**config.mk**
```make
export PLATFORM = sky130hd
export DESIGN_NAME = dbglk_unit
export DESIGN_NICKNAME = d
export VERILOG_FILES = /design/src/rtl/dbglk_pkg.sv /design/src/rtl/dbglk_lock.sv /design/src/rtl/dbglk_claim.sv /design/src/rtl/dbglk_scratch.sv /design/src/rtl/dbglk_unit.sv
export SDC_FILE = /design/constraint.sdc
export NUM_CORES = 1
export LEC_CHECK = 0
export BUFFER_PORTS_ARGS = -buffer_cell sky130_fd_sc_hd__buf_2
export CAP_MARGIN = 20
export CORE_ASPECT_RATIO = 1.25
export CORE_MARGIN = 2
export CORE_UTILIZATION = 53
export CTS_BUF_LIST = sky130_fd_sc_hd__clkbuf_2 sky130_fd_sc_hd__clkbuf_4 sky130_fd_sc_hd__clkbuf_8
export DETAILED_ROUTE_END_ITERATION = 12
export GPL_TIMING_DRIVEN = 0
export PLACE_DENSITY = 0.9
export SYNTH_ARGS = -nofsm -noshare
export SYNTH_HDL_FRONTEND = slang
export SYNTH_SLANG_ARGS = --single-unit
```
**constraint.sdc**
```tcl
create_clock -name clk -period 1.9 [get_ports clk]
set_input_delay 0.19 -clock clk [delete_from_list [all_inputs] [get_ports clk]]
set_output_delay 0.19 -clock clk [all_outputs]
set_load 0.1 [all_outputs]
```
**src/rtl/dbglk_pkg.sv**
```systemverilog
package dbglk_pkg;
  localparam int unsigned DATA_W   = 32;
  localparam int unsigned NUM_TAGS = 8;
  localparam logic [DATA_W-1:0] UNLOCK_KEY = 32'hC5AC_CE55;

  localparam int unsigned A_SCRATCH = 0;
  localparam int unsigned A_TAG_SET = 1;
  localparam int unsigned A_TAG_CLR = 2;
  localparam int unsigned A_KEY     = 3;
  localparam int unsigned A_STATUS  = 4;
endpackage

```
**src/rtl/dbglk_lock.sv**
```systemverilog
module dbglk_lock
  import dbglk_pkg::*;
(
  input  logic              clk,
  input  logic              rst_n,
  input  logic              key_wr,
  input  logic [DATA_W-1:0] key_data,
  output logic              locked
);
  always_ff @(posedge clk or negedge rst_n) begin
    if (!rst_n)      locked <= 1'b1;
    else if (key_wr) locked <= (key_data != UNLOCK_KEY);
  end
endmodule

```
**src/rtl/dbglk_claim.sv**
```systemverilog
module dbglk_claim #(
  parameter int unsigned N = 8
) (
  input  logic         clk,
  input  logic         rst_n,
  input  logic         set_wr,
  input  logic         clr_wr,
  input  logic [N-1:0] wbits,
  output logic [N-1:0] tags
);
  always_ff @(posedge clk or negedge rst_n) begin
    if (!rst_n) begin
      tags <= '0;
    end else begin
      for (int i = 0; i < int'(N); i++) begin
        if (set_wr && wbits[i])      tags[i] <= 1'b1;
        else if (clr_wr && wbits[i]) tags[i] <= 1'b0;
      end
    end
  end
endmodule

```
**src/rtl/dbglk_scratch.sv**
```systemverilog
module dbglk_scratch #(
  parameter int unsigned W = 32
) (
  input  logic         clk,
  input  logic         rst_n,
  input  logic         we,
  input  logic [W-1:0] wdata,
  output logic [W-1:0] q
);
  always_ff @(posedge clk or negedge rst_n) begin
    if (!rst_n)  q <= '0;
    else if (we) q <= wdata;
  end
endmodule

```
**src/rtl/dbglk_unit.sv**
```systemverilog
module dbglk_unit
  import dbglk_pkg::*;
#(
  parameter int unsigned ADDR_W = 4
) (
  input  logic              clk,
  input  logic              rst_n,
  input  logic [ADDR_W-1:0] addr,
  input  logic              wr_en,
  input  logic [31:0]       wr_data,
  input  logic              rd_en,
  output logic [31:0]       rd_data,
  output logic              locked
);
  localparam int unsigned PAD_W = DATA_W - NUM_TAGS;

  logic hit_scr, hit_set, hit_clr, hit_key, hit_stat;
  logic prot_ok;
  logic [NUM_TAGS-1:0] tags;
  logic [DATA_W-1:0]   scr_q;
  logic [DATA_W-1:0]   mux;

  assign hit_scr  = (addr == ADDR_W'(A_SCRATCH));
  assign hit_set  = (addr == ADDR_W'(A_TAG_SET));
  assign hit_clr  = (addr == ADDR_W'(A_TAG_CLR));
  assign hit_key  = (addr == ADDR_W'(A_KEY));
  assign hit_stat = (addr == ADDR_W'(A_STATUS));
  assign prot_ok  = wr_en && !locked;

  dbglk_lock u_lock (
    .clk      (clk),
    .rst_n    (rst_n),
    .key_wr   (wr_en && hit_key),
    .key_data (wr_data),
    .locked   (locked)
  );

  dbglk_claim #(.N(NUM_TAGS)) u_claim (
    .clk    (clk),
    .rst_n  (rst_n),
    .set_wr (prot_ok && hit_set),
    .clr_wr (prot_ok && hit_clr),
    .wbits  (wr_data[NUM_TAGS-1:0]),
    .tags   (tags)
  );

  dbglk_scratch #(.W(DATA_W)) u_scratch (
    .clk   (clk),
    .rst_n (rst_n),
    .we    (prot_ok && hit_scr),
    .wdata (wr_data),
    .q     (scr_q)
  );

  always_comb begin
    mux = '0;
    if (hit_scr)  mux = scr_q;
    if (hit_set)  mux = {{PAD_W{1'b0}}, {NUM_TAGS{1'b1}}};
    if (hit_clr)  mux = {{PAD_W{1'b0}}, tags};
    if (hit_stat) mux = {{(DATA_W-3){1'b0}}, 1'b0, locked, 1'b1};
  end

  assign rd_data = rd_en ? mux : '0;
endmodule

```
==> flow_summary.toml <==
[flow_run]
max_cap_viol_count = 0

[clock_network]
clkLatencyLatePin_ns = 0.29
cts_sinks = 41
cts_root_buffer = "clkbuf_8"
htree_num_levels = 2
cts_max_path_buffers = 2
cts_tree = "yes"
cts_hold_buf = 0
numCtsBuffers = 5
path_clk_slew_ns = 0.07

[power]
combPwrFrac = 0.217
p_per_area_nw_per_um2 = 860
switchingPower_uw = 648
peakVddDrop_mv = 0.507
p_leak_nw = 1.36
clkPwrFrac = 0.252
switching_share = 0.282
p_seq_frac = 0.532
p_total_mw = 2.30
intPower_mw = 1.65

[logic_synthesis]
synthCells = 174
yosys_warnings = 0
synth-main-ff-cell = "dfrtp_1"
synth.net_count = 214
synth_edf_count = 0
yosys_register_bits = 41
yosysTopAreaCellShare = 0.485
post-synth-top-count-cell = "dfrtp_1"
async_flop_share = 1.00
syn_avg_cell_area_sq_um = 11.9
netlist_top_cells_area = "dfrtp_1 48%, mux2_2 18%, and2_1 7.6%, a22o_1 3.4%, nor4bb_1 2.9%"
synth_area_sq_um = 2060
ys_seq_area_frac = 0.498
synth_commonest_cells = "40 x dfrtp_1, 33 x mux2_2, 25 x and2_1, 15 x nand2_1, 10 x o21ai_0"
yosys.area.top_type = "dfrtp_1"
yosysUniqueCellTypes = 30

[route]
drt-initial-drc-count = 67
dr.pass1.iters = 4
viasPerCell = 5.55
finalWirelength_um = 4690
wl_per_cell_um = 16.0
dr_total_vias = 1625
drcViolationCount = 0
ant_nets = 0

[worst_setup_path]
path_delay_family = "simple AND/OR/NAND/NOR gates"
crit_buf_inv = 3
critPathRequiredTime_ns = 1.71
critPathLaunchType = "input pin"
end_kind = "output pin"
worstPathArrival_ns = 1.51
crit_path_top_delay_cell = "and3b_2"
crit_path_cell_trace = "buf_2 -> nor3_4 -> and3b_2 -> clkbuf_2 -> and2_2 -> buf_4"
slowest_delay_ns = 0.28
cp_max_fo = 10
critical_path_class = "input pin to output pin"

[sta]
grt_setup_unrepaired = "false"
hold_viol = 0
clock_skew_ns = 0.00337
fmaxAchievable_mhz = 588
finalCriticalPeriod_ns = 1.70
setup_viol = 0
min_period_over_period = 0.895
max_slew_margin = 0.402
final_max_slew_viol_count = 0
tightest_slew_ns = 0.897

[die]
die_area_sq_um = 4410
core_sq_um = 3750
io_pins = 73
initial_core_util = 0.550
die_h_um = 73.8
die_w_um = 59.8
num_rows = 25

[global_routing]
grt_pass1_vias = 1639
grt_pass1_wl_um = 7510
grt_max_degree = 42
grt_overflow = 0
grtUsageTotal = 0.230
grt_antenna_before_repair = 0

[layout]
diodes = 0
utilization = 0.711
areaGrowthSynthToFinish_pct = 29.2
nets = 293
drive_gt1_frac = 0.577

[placement]
port_buffers = 72
dp_hpwl_um = 3620
gp_congestion = 0.813

[run_status]
outcome = "finished, final reports clean"

[worst_hold_path]
min_path_type = "input pin to async pin"
==> cell usage in the layout (no fill, tap or decap) <==
cell and count:
nor4b_4 1, mux2_2 33, nor4_1 1, nand3_1 1, o21ai_0 10, and4_1 1, and2_2 20, clkbuf_2 2
nand2_1 15, a21oi_1 8, nand2_2 1, clkbuf_4 8, dfrtp_1 40, nand3b_4 1, nand4_1 1, and3_1 2
and2b_1 1, nor2_1 1, inv_1 1, o2111a_1 1, buf_4 22, nor4bb_1 6, buf_2 45, and3b_2 1
nand4b_1 1, o21ai_1 1, nor3_4 1, buf_6 4, dfstp_2 1, and2_1 5, nor2b_1 2, a22o_1 8
clkbuf_8 6, nor3_1 1
==> layout make-up <==
class / count / area (sq um)
Fill cell: 293 / 1090
Sequential cell: 41 / 1030
Multi-Input combinational cell: 124 / 998
Timing Repair Buffer: 73 / 438
Clock buffer: 7 / 90.1
Buffer: 7 / 60.1
Tap cell: 40 / 50.0
Inverter: 1 / 3.75
==> kinds of logic after synthesis <==
logic type,after synthesis,share of synthesized area
AND/OR/NAND/NOR,63,0.205
flip-flops,41,0.498
buffers and inverters,9,0.0315
AO/OA/AOI/OAI,28,0.0855
multiplexers,33,0.180
==> final timing paths <==
path / startpoint / end / slack (ns) / cells past startpoint
setup / recovery: addr[3] / rd_data[14] / 0.20 / 6
hold / removal: rst_n / u_scratch.q[10] / 0.02 / 1
setup reg to reg: u_lock.locked / u_scratch.q[8] / 0.49 / 4
hold reg to reg: u_scratch.q[30] / u_scratch.q[30] / 0.50 / 1
max in group asynchronous: rst_n / u_scratch.q[0] / 1.32 / 1
min in group clk: wr_data[21] / u_scratch.q[21] / 0.14 / 2
==> flip-flops by register name, indices dropped and copies added (netlist names) <==
register and count:
u_lock.locked 1, u_scratch.q 32, u_claim.tags 8
==> metal layers <==
| layer | vias up | global-route usage | wire length (um) |
|---|---|---|---|
| li1 | 775 | - | - |
| met1 | 792 | 0.259 | 1830 |
| met2 | 53 | 0.418 | 2570 |
| met3 | 5 | 0.0563 | 239 |
| met4 | 0 | 0.0716 | 57 |
| met5 | - | 0 | 0 |
==> power groups by stage <==
stage	logic [mW]	clock network (mW)	registers, mW
2_1_floorplan	0.347	0	1.22
3_3_place_gp	0.474	0	1.22
3_5_place_dp	0.495	0	1.23
4_1_cts	0.503	0.600	1.22
5_1_grt	0.538	0.638	1.24
6_report	0.497	0.577	1.22
==> worst reg2reg max path: cells and delay by family, from the launching register on <==
kind                   cells  cell delay, ns
buffers and inverters      1            0.17
and+or+nand+nor            2            0.23
DFF                        1            0.56
muxes                      1            0.35
==> timing repair <==
action,4_1_cts,5_1_grt
pin swaps,1,0
endpoints found under the setup margin,21,22
gates resized for setup,23,8
hold endpoints to repair,0,0
buffers inserted,1,0
==> metrics by stage <==
stage                     hold slack, ns  TNS [ns]  worst slack (ns)  cell area [sq um]  std cells
after CTS                         0.0475         0            0.0439               2650        294
final                             0.0209         0             0.199               2670        293
after detailed placement           0.371     -5.62            -0.303               2500        286
after global routing              0.0899         0             0.143               2670        293
after global placement             0.358     -5.18            -0.269               2500        286
after floorplan                   -0.106     -2.82            -0.462               2090        174
(Power assumes the default switching activity.)
